`src/rtl/sdi_dec_pkg.sv`:
```
package sdi_dec_pkg;
  localparam int NLANE      = 2;
  localparam int TAG_W      = 16;
  localparam int SLOT_W     = 20;
  localparam int NSLOT      = 12;
  localparam int FRAME_BITS = TAG_W + NSLOT * SLOT_W;
  localparam int CNT_W      = $clog2(FRAME_BITS);
  localparam int SNUM_W     = $clog2(NSLOT + 1);
  localparam int REQ_W      = 10;
  localparam int ADDR_W     = 7;
  localparam int RDAT_W     = 16;

  // True when idx is the last bit of the tag slot or of a data slot
  function automatic logic is_slot_end(input logic [CNT_W-1:0] idx);
    int i;
    i = int'(idx);
    return (i == TAG_W - 1) || (i > TAG_W - 1 && ((i - (TAG_W - 1)) % SLOT_W) == 0);
  endfunction

  // Slot number holding bit idx (0 = tag slot)
  function automatic logic [SNUM_W-1:0] slot_of(input logic [CNT_W-1:0] idx);
    int i;
    i = int'(idx);
    if (i < TAG_W) return '0;
    return SNUM_W'((i - TAG_W) / SLOT_W + 1);
  endfunction

  // Valid flags for slots 1..NSLOT, taken from the tag word
  function automatic logic [NSLOT-1:0] tags_of(input logic [TAG_W-1:0] s0);
    logic [NSLOT-1:0] t;
    for (int k = 1; k <= NSLOT; k++) t[k-1] = s0[TAG_W-1-k];
    return t;
  endfunction
endpackage

```
`src/rtl/sdi_frame_timer.sv`:
```
module sdi_frame_timer
  import sdi_dec_pkg::*;
(
  input  logic              clk,
  input  logic              rst_n,
  input  logic              sync,
  output logic              sync_rise,
  output logic              bit_en,
  output logic [CNT_W-1:0]  bit_idx,
  output logic              slot_end,
  output logic [SNUM_W-1:0] slot_num
);
  logic sync_q;
  logic active;

  assign sync_rise = sync & ~sync_q;
  assign bit_en    = active;
  assign slot_end  = active && is_slot_end(bit_idx);
  assign slot_num  = slot_of(bit_idx);

  always_ff @(posedge clk or negedge rst_n) begin
    if (!rst_n) begin
      sync_q  <= 1'b0;
      active  <= 1'b0;
      bit_idx <= '0;
    end else begin
      sync_q <= sync;
      if (sync_rise) begin
        active  <= 1'b1;
        bit_idx <= '0;
      end else if (active) begin
        if (bit_idx == CNT_W'(FRAME_BITS - 1)) active <= 1'b0;
        bit_idx <= bit_idx + 1'b1;
      end
    end
  end
endmodule

```
`src/rtl/sdi_lane_shift.sv`:
```
module sdi_lane_shift
  import sdi_dec_pkg::*;
(
  input  logic              clk,
  input  logic              rst_n,
  input  logic              bit_en,
  input  logic              sdi,
  output logic [SLOT_W-1:0] word
);
  logic [SLOT_W-2:0] sh;

  // Word ending with the bit being captured this cycle
  assign word = {sh, sdi};

  always_ff @(posedge clk or negedge rst_n) begin
    if (!rst_n)      sh <= '0;
    else if (bit_en) sh <= {sh[SLOT_W-3:0], sdi};
  end
endmodule

```
`src/rtl/sdi_slot_merge.sv`:
```
module sdi_slot_merge
  import sdi_dec_pkg::*;
(
  input  logic                               clk,
  input  logic                               rst_n,
  input  logic                               slot_end,
  input  logic [SNUM_W-1:0]                  slot_num,
  input  logic [NLANE-1:0][SLOT_W-1:0]       words,
  input  logic                               rd_sel,
  output logic                               hit_pri,
  output logic                               hit_sec,
  output logic                               rd_fire,
  output logic [NLANE-1:0]                   codec_rdy,
  output logic [NSLOT-1:0]                   slot_tag,
  output logic [NSLOT-1:0][SLOT_W-1:0]       slot_data,
  output logic [REQ_W-1:0]                   slot_req,
  output logic                               rd_valid,
  output logic [ADDR_W-1:0]                  rd_addr,
  output logic [RDAT_W-1:0]                  rd_data,
  output logic                               collide_err
);
  logic [NLANE-1:0][NSLOT-1:0]  tag_q;
  logic [NLANE-1:0][ADDR_W-1:0] addr_q;
  logic [SNUM_W-1:0]            sidx;
  logic                         tag_end;
  logic                         s1_end;
  logic [NSLOT-1:0]             tag_or;
  logic [REQ_W-1:0]             req_or;

  assign sidx    = slot_num - SNUM_W'(1);
  assign tag_end = slot_end && (slot_num == '0);
  assign s1_end  = slot_end && (slot_num == SNUM_W'(1));
  assign hit_pri = slot_end && (slot_num != '0) && tag_q[0][sidx];
  assign hit_sec = slot_end && (slot_num != '0) && tag_q[1][sidx];
  assign rd_fire = slot_end && (slot_num == SNUM_W'(2)) && tag_q[rd_sel][0] && tag_q[rd_sel][1];

  always_comb begin
    tag_or = '0;
    req_or = '0;
    for (int l = 0; l < NLANE; l++) begin
      tag_or = tag_or | tags_of(words[l][TAG_W-1:0]);
      req_or = req_or | words[l][11:2];
    end
  end

  always_ff @(posedge clk or negedge rst_n) begin
    if (!rst_n) begin
      tag_q       <= '0;
      addr_q      <= '0;
      codec_rdy   <= '0;
      slot_tag    <= '0;
      slot_data   <= '0;
      slot_req    <= '0;
      rd_valid    <= 1'b0;
      rd_addr     <= '0;
      rd_data     <= '0;
      collide_err <= 1'b0;
    end else begin
      rd_valid <= rd_fire;
      if (tag_end) begin
        slot_tag <= tag_or;
        for (int l = 0; l < NLANE; l++) begin
          tag_q[l]     <= tags_of(words[l][TAG_W-1:0]);
          codec_rdy[l] <= words[l][TAG_W-1];
        end
      end
      if (s1_end) begin
        slot_req <= req_or;
        for (int l = 0; l < NLANE; l++) addr_q[l] <= words[l][18:12];
      end
      if (hit_pri)      slot_data[sidx] <= words[0];
      else if (hit_sec) slot_data[sidx] <= words[1];
      if (hit_pri && hit_sec) collide_err <= 1'b1;
      if (rd_fire) begin
        rd_addr <= addr_q[rd_sel];
        rd_data <= words[rd_sel][SLOT_W-1:SLOT_W-RDAT_W];
      end
    end
  end
endmodule

```
`src/rtl/sdi_dual_frame_decoder.sv`:
```
module sdi_dual_frame_decoder
  import sdi_dec_pkg::*;
(
  input  logic                      clk,
  input  logic                      rst_n,
  input  logic                      sync,
  input  logic                      sdin_pri,
  input  logic                      sdin_sec,
  input  logic                      rd_sel,
  output logic [NLANE-1:0]          codec_rdy,
  output logic [NSLOT-1:0]          slot_tag,
  output logic [NSLOT*SLOT_W-1:0]   slot_data,
  output logic [REQ_W-1:0]          slot_req,
  output logic                      rd_valid,
  output logic [ADDR_W-1:0]         rd_addr,
  output logic [RDAT_W-1:0]         rd_data,
  output logic                      collide_err
);
  logic                          sync_rise;
  logic                          bit_en;
  logic [CNT_W-1:0]              bit_idx;
  logic                          slot_end;
  logic [SNUM_W-1:0]             slot_num;
  logic                          hit_pri;
  logic                          hit_sec;
  logic                          rd_fire;
  logic [NLANE-1:0]              sdin;
  logic [NLANE-1:0][SLOT_W-1:0]  words;
  logic [NSLOT-1:0][SLOT_W-1:0]  data_arr;

  assign sdin      = {sdin_sec, sdin_pri};
  assign slot_data = data_arr;

  sdi_frame_timer u_timer (
    .clk(clk), .rst_n(rst_n), .sync(sync), .sync_rise(sync_rise),
    .bit_en(bit_en), .bit_idx(bit_idx), .slot_end(slot_end), .slot_num(slot_num)
  );

  for (genvar l = 0; l < NLANE; l++) begin : g_lane
    sdi_lane_shift u_shift (
      .clk(clk), .rst_n(rst_n), .bit_en(bit_en), .sdi(sdin[l]), .word(words[l])
    );
  end

  sdi_slot_merge u_merge (
    .clk(clk), .rst_n(rst_n), .slot_end(slot_end), .slot_num(slot_num),
    .words(words), .rd_sel(rd_sel), .hit_pri(hit_pri), .hit_sec(hit_sec),
    .rd_fire(rd_fire), .codec_rdy(codec_rdy), .slot_tag(slot_tag),
    .slot_data(data_arr), .slot_req(slot_req), .rd_valid(rd_valid),
    .rd_addr(rd_addr), .rd_data(rd_data), .collide_err(collide_err)
  );
endmodule

```
`config.mk`:
```
export PLATFORM = sky130hd
export DESIGN_NAME = sdi_dual_frame_decoder
export DESIGN_NICKNAME = d
export VERILOG_FILES = /design/src/rtl/sdi_dec_pkg.sv /design/src/rtl/sdi_frame_timer.sv /design/src/rtl/sdi_lane_shift.sv /design/src/rtl/sdi_slot_merge.sv /design/src/rtl/sdi_dual_frame_decoder.sv
export SDC_FILE = /design/constraint.sdc
export NUM_CORES = 1
export LEC_CHECK = 0
export BUFFER_PORTS_ARGS = -buffer_cell sky130_fd_sc_hd__buf_4
export CORE_ASPECT_RATIO = 0.9
export CORE_UTILIZATION = 50
export CTS_BUF_LIST = sky130_fd_sc_hd__clkbuf_8
export CTS_CLUSTER_SIZE = 20
export DETAILED_ROUTE_END_ITERATION = 7
export HOLD_SLACK_MARGIN = 0.1
export PLACE_DENSITY = 0.72
export SLEW_MARGIN = 20
export SYNTH_ARGS = -nofsm -noshare
export SYNTH_HDL_FRONTEND = slang
export SYNTH_SLANG_ARGS = --single-unit
```
`constraint.sdc`:
```
create_clock -name clk -period 6 [get_ports clk]
set_input_delay 1.2 -clock clk [delete_from_list [all_inputs] [get_ports clk]]
set_output_delay 1.2 -clock clk [all_outputs]
set_load 0.05 [all_outputs]
```
==> flow_summary.html <==
<table>
<tr><th>Metric</th><th>Value</th></tr>
<tr><th colspan="2">Final layout</th></tr>
<tr><td>Filler Cells Inserted</td><td>2604</td></tr>
<tr><td>Antenna fix cells</td><td>0</td></tr>
<tr><td>Area of the multi-input gates</td><td>7970 um2</td></tr>
<tr><td>Area taken by flip-flops and latches</td><td>9390 um2</td></tr>
<tr><td>Final std cells w/o fill</td><td>2232</td></tr>
<tr><td>Share of cells above drive strength 1</td><td>47.7%</td></tr>
<tr><td>Final #Nets</td><td>1750</td></tr>
<tr><td>Most frequent cells in the layout</td><td>sky130_fd_sc_hd__dfrtp_1, sky130_fd_sc_hd__buf_4, sky130_fd_sc_hd__mux2_2</td></tr>
<tr><td>Area of all placed cells without fillers</td><td>22500 um2</td></tr>
<tr><td>Area growth, synth to finish</td><td>28.5%</td></tr>
<tr><td>Leading cell type in the layout, fill and taps excluded</td><td>sky130_fd_sc_hd__dfrtp_1</td></tr>
<tr><td>Fin util</td><td>65.7%</td></tr>
<tr><th colspan="2">Power</th></tr>
<tr><td>Clock Power Share</td><td>33.8%</td></tr>
<tr><td>Internal power</td><td>4.47 mW</td></tr>
<tr><td>Maximum resistive drop on vdd</td><td>0.000261 V</td></tr>
<tr><td>Switching part of the total</td><td>31.2%</td></tr>
<tr><td>Overall power after layout</td><td>6.51 mW</td></tr>
<tr><td>Leakage</td><td>11.4 nW</td></tr>
<tr><td>Combinational power share</td><td>24.9%</td></tr>
<tr><td>Sequential group share of total power</td><td>41.3%</td></tr>
<tr><td>Power per cell area</td><td>290 nW/um2</td></tr>
<tr><td>Switching power of the nets</td><td>2.03 mW</td></tr>
<tr><th colspan="2">Global routing</th></tr>
<tr><td>Total GRT Usage</td><td>27.5%</td></tr>
<tr><td>Initial antenna violation count</td><td>0</td></tr>
<tr><td>Total grt overflow</td><td>0</td></tr>
<tr><td>Pin count of the biggest net entering global routing</td><td>134</td></tr>
<tr><td>Via count of the first global-routing pass</td><td>12900</td></tr>
<tr><td>Global-route wire length before repair</td><td>76100 um</td></tr>
<tr><th colspan="2">Synthesis</th></tr>
<tr><td>Register bit count reported by yosys</td><td>375</td></tr>
<tr><td>Warning count from the yosys run</td><td>0</td></tr>
<tr><td>Number of distinct library cell variants in the gate-level netlist after synthesis</td><td>80</td></tr>
<tr><td>Cell area after synthesis</td><td>17500 um2</td></tr>
<tr><td>Async SR Flop Fraction</td><td>100%</td></tr>
<tr><td>Number of enable flip-flop cells after synthesis</td><td>0</td></tr>
<tr><td>Area contributors post-synth</td><td>sky130_fd_sc_hd__dfrtp_1, sky130_fd_sc_hd__mux2_2, sky130_fd_sc_hd__a2bb2oi_1, sky130_fd_sc_hd__nor2_1, sky130_fd_sc_hd__mux2_4</td></tr>
<tr><td>Post-synth top area share</td><td>53.7%</td></tr>
<tr><td>Yosys top cell by area</td><td>sky130_fd_sc_hd__dfrtp_1</td></tr>
<tr><td>Cell count after synthesis</td><td>1386</td></tr>
<tr><td>Commonest register cell after synthesis</td><td>sky130_fd_sc_hd__dfrtp_1</td></tr>
<tr><td>Syn_area_per_cell</td><td>12.6 um2</td></tr>
<tr><td>Share of the yosys chip area belonging to registers</td><td>53.7%</td></tr>
<tr><td>Post-synth net total</td><td>1407</td></tr>
<tr><th colspan="2">Setup path</th></tr>
<tr><td>Arrival time of the worst setup path</td><td>6.38 ns</td></tr>
<tr><td>Type of element launching the critical path</td><td>flop</td></tr>
<tr><td>Data required time at the worst endpoint</td><td>6.47 ns</td></tr>
<tr><td>Largest fanout of any net on the critical path</td><td>9</td></tr>
<tr><td>Crit path kind</td><td>reg -&gt; reg</td></tr>
<tr><td>Register-to-register setup slack</td><td>0.09 ns</td></tr>
<tr><td>Crit. End Element</td><td>flop</td></tr>
<tr><th colspan="2">Die</th></tr>
<tr><td>Std cell rows</td><td>64</td></tr>
<tr><td>Boundary pin count</td><td>295</td></tr>
<tr><td>Die outline area</td><td>35700 um2</td></tr>
<tr><td>Initial Utilization</td><td>51.1%</td></tr>
<tr><td>Horizontal extent of the die</td><td>199 um</td></tr>
<tr><td>Floorplan core area</td><td>34200 um2</td></tr>
<tr><td>Vert. Die Dim</td><td>179 um</td></tr>
<tr><th colspan="2">Placed design</th></tr>
<tr><td>Placer Congestion</td><td>0.876</td></tr>
<tr><td>DP HPWL</td><td>33000 um</td></tr>
<tr><td># placed instances</td><td>2115</td></tr>
<tr><td>Placed cell areas</td><td>20800 um2</td></tr>
<tr><td>Pre-CTS setup slack</td><td>0.0331 ns</td></tr>
<tr><td># port buffers</td><td>294</td></tr>
<tr><th colspan="2">Clock network</th></tr>
<tr><td>CTS root buffer</td><td>sky130_fd_sc_hd__clkbuf_8</td></tr>
<tr><td>Clock latency reported for the late side of the worst-skew pair</td><td>0.61 ns</td></tr>
<tr><td>Number of buffers on the longest clock path</td><td>3</td></tr>
<tr><td>Sink count of the clock tree</td><td>375</td></tr>
<tr><td>Number of buffers inserted during clock tree synthesis</td><td>58</td></tr>
<tr><td>Clock transition at the registers of the reported paths</td><td>0.06 ns</td></tr>
<tr><td>Clock tree from TritonCTS</td><td>built</td></tr>
<tr><td>Level count of the clock H-tree</td><td>2</td></tr>
<tr><td>Post-cts hold buffer count</td><td>0</td></tr>
<tr><th colspan="2">Timing</th></tr>
<tr><td>Fin. max-slew vios</td><td>0</td></tr>
<tr><td>Final Setup Violations</td><td>0</td></tr>
<tr><td>Least-Margin Pin Slew</td><td>0.966 ns</td></tr>
<tr><td>Clk_skew</td><td>0.0317 ns</td></tr>
<tr><td>Post-route fraction of the period consumed by the critical path</td><td>98.6%</td></tr>
<tr><td>Fmax</td><td>0.169 GHz</td></tr>
<tr><td>Post-layout worst setup margin</td><td>0.0866 ns</td></tr>
<tr><td>Final min period</td><td>5.91 ns</td></tr>
<tr><td>Slew headroom</td><td>35.2%</td></tr>
<tr><td>Final hold slack</td><td>0.487 ns</td></tr>
<tr><td>Sum Neg Setup Slack</td><td>0 ns</td></tr>
<tr><td>Final Hold Violating Endpoints</td><td>0</td></tr>
<tr><th colspan="2">Routing</th></tr>
<tr><td>Via count of the routed design</td><td>13100</td></tr>
<tr><td>Total Wirelength</td><td>49500 um</td></tr>
<tr><td>TritonRoute pass-1 iters</td><td>7</td></tr>
<tr><td>Via density</td><td>5.89</td></tr>
<tr><td>Avg WL per Cell</td><td>22.2 um</td></tr>
<tr><td>Remaining DRCs</td><td>0</td></tr>
<tr><td>Violation count after the first detailed-routing iteration</td><td>811</td></tr>
<tr><td>Antenna violation net count after detailed routing</td><td>0</td></tr>
<tr><th colspan="2">Min path</th></tr>
<tr><td>Type of the most critical hold path</td><td>reg -&gt; reg</td></tr>
<tr><th colspan="2">Job</th></tr>
<tr><td>Number of maximum-capacitance constraint violations</td><td>0</td></tr>
<tr><th colspan="2">Run status</th></tr>
<tr><td>Outcome</td><td>completed</td></tr>
</table>
flip-flops by register name, indices dropped and copies added (netlist names), 8 cells and up:
name and cells:
g_lane.u_shift.sh 38, u_merge.addr_q 14, u_merge.rd_data 16, u_merge.slot_data 240, u_merge.slot_req 10, u_merge.slot_tag 12, u_merge.tag_q 24, u_timer.bit_idx 8
final cells by class:
type / instances / area share, %
flip-flops and latches: 375 / 41.8
multi-input cells: 890 / 35.5
repair buffers: 384 / 14.4
clock buffers: 76 / 4.66
well taps: 462 / 2.57
clock inverters: 25 / 0.763
inverters: 20 / 0.345
path summary, 6_finish.rpt:
check	startpoint	to	cells after the start
setup reg to reg	u_timer.bit_idx[4]$_DFFE_PN0P_	u_merge.slot_data[239]$_DFFE_PN0P_	24
min in group asynchronous	rst_n	u_merge.slot_data[136]$_DFFE_PN0P_	1
hold reg to reg	u_merge.collide_err$_DFFE_PN0P_	u_merge.collide_err$_DFFE_PN0P_	1
max in group asynchronous	rst_n	u_timer.bit_en$_DFF_PN0_	2
setup / recovery	u_timer.bit_idx[4]$_DFFE_PN0P_	u_merge.slot_data[239]$_DFFE_PN0P_	24
hold / removal	u_merge.collide_err$_DFFE_PN0P_	u_merge.collide_err$_DFFE_PN0P_	1
per-layer routing:
metal	vias to the layer above	part of all wire [%]	track usage (%)
met5	-	0	0
met4	0	1.5	6.03
met3	62	9.2	7.04
met2	571	44	40.2
met1	6757	45	41.1
li1	5758	-	-
Yosys cell counts (3+ instances only):
cell type and n:
sky130_fd_sc_hd__ha_1 15, sky130_fd_sc_hd__nand2b_1 8, sky130_fd_sc_hd__dfrtp_1 375, sky130_fd_sc_hd__clkbuf_1 63
sky130_fd_sc_hd__a31oi_1 7, sky130_fd_sc_hd__mux2_1 19, sky130_fd_sc_hd__mux2i_1 14, sky130_fd_sc_hd__buf_2 29
sky130_fd_sc_hd__inv_1 19, sky130_fd_sc_hd__nand4_1 13, sky130_fd_sc_hd__o211ai_1 8, sky130_fd_sc_hd__a211oi_1 8
sky130_fd_sc_hd__and2_1 7, sky130_fd_sc_hd__nor2_1 120, sky130_fd_sc_hd__buf_4 3, sky130_fd_sc_hd__o21ai_0 20
sky130_fd_sc_hd__nor3_1 15, sky130_fd_sc_hd__nor3b_1 4, sky130_fd_sc_hd__o22ai_1 3, sky130_fd_sc_hd__xor2_1 13
sky130_fd_sc_hd__o31ai_1 5, sky130_fd_sc_hd__mux4_2 4, sky130_fd_sc_hd__and3_1 6, sky130_fd_sc_hd__or2_2 10
sky130_fd_sc_hd__mux2_2 286, sky130_fd_sc_hd__buf_1 4, sky130_fd_sc_hd__a2bb2oi_1 124, sky130_fd_sc_hd__mux2_4 19
sky130_fd_sc_hd__nand2_1 37, sky130_fd_sc_hd__a21oi_1 17, sky130_fd_sc_hd__nand3_1 15, sky130_fd_sc_hd__xnor2_1 11
sky130_fd_sc_hd__nor4b_1 5, sky130_fd_sc_hd__or3_1 7, sky130_fd_sc_hd__nor4_1 12
critical path: stages, from the launching register on:
cell	delay (ns)
sky130_fd_sc_hd__dfrtp_1	0.41
sky130_fd_sc_hd__inv_4	0.10
sky130_fd_sc_hd__ha_4	0.13
sky130_fd_sc_hd__or3b_4	0.37
sky130_fd_sc_hd__a311o_1	0.33
sky130_fd_sc_hd__a211oi_4	0.36
sky130_fd_sc_hd__a211oi_2	0.13
sky130_fd_sc_hd__o32a_1	0.45
sky130_fd_sc_hd__a21oi_4	0.20
sky130_fd_sc_hd__nor2_4	0.06
sky130_fd_sc_hd__ha_4	0.21
sky130_fd_sc_hd__nand2_2	0.07
sky130_fd_sc_hd__o21ai_2	0.07
sky130_fd_sc_hd__ha_4	0.20
sky130_fd_sc_hd__xnor2_4	0.15
sky130_fd_sc_hd__o21ai_1	0.17
sky130_fd_sc_hd__and2_4	0.23
sky130_fd_sc_hd__a211oi_4	0.07
sky130_fd_sc_hd__or4_4	0.60
sky130_fd_sc_hd__and4_1	0.24
sky130_fd_sc_hd__o2111ai_4	0.19
sky130_fd_sc_hd__buf_4	0.18
sky130_fd_sc_hd__buf_12	0.15
sky130_fd_sc_hd__mux2_2	0.39
sky130_fd_sc_hd__mux2_2	0.29
logic make-up (layout without fill, tap and decap cells):
logic type / Yosys count / in the layout / share of synthesized area [%]
xor gates and xnor gates: 24 / 24 / 1.20
and+or+nand+nor: 273 / 273 / 7.62
DFF: 375 / 375 / 53.7
muxes: 342 / 342 / 22.6
adders and majority gates: 16 / 16 / 1.13
buffers and inverters: 121 / 505 / 2.96
AOI/OAI and AO/OA: 235 / 235 / 10.8
power groups by stage:
| stage | clock, mW | sequential (mW) | combinational [mW] |
|---|---|---|---|
| 6_report | 2.20 | 2.69 | 1.62 |
| 5_1_grt | 2.34 | 2.69 | 1.75 |
| 4_1_cts | 2.24 | 2.68 | 1.41 |
| 3_5_place_dp | 0 | 2.73 | 1.41 |
| 3_3_place_gp | 0 | 2.72 | 1.39 |
| 2_1_floorplan | 0 | 2.75 | 0.943 |
repair_timing:
action	in CTS	in global routing
setup buffers	0	12
endpoints found under the setup margin	48	275
cloned	0	4
gates resized for setup	6	41
pin swaps	0	15
Note: power is estimated with default switching activity, not from simulation.
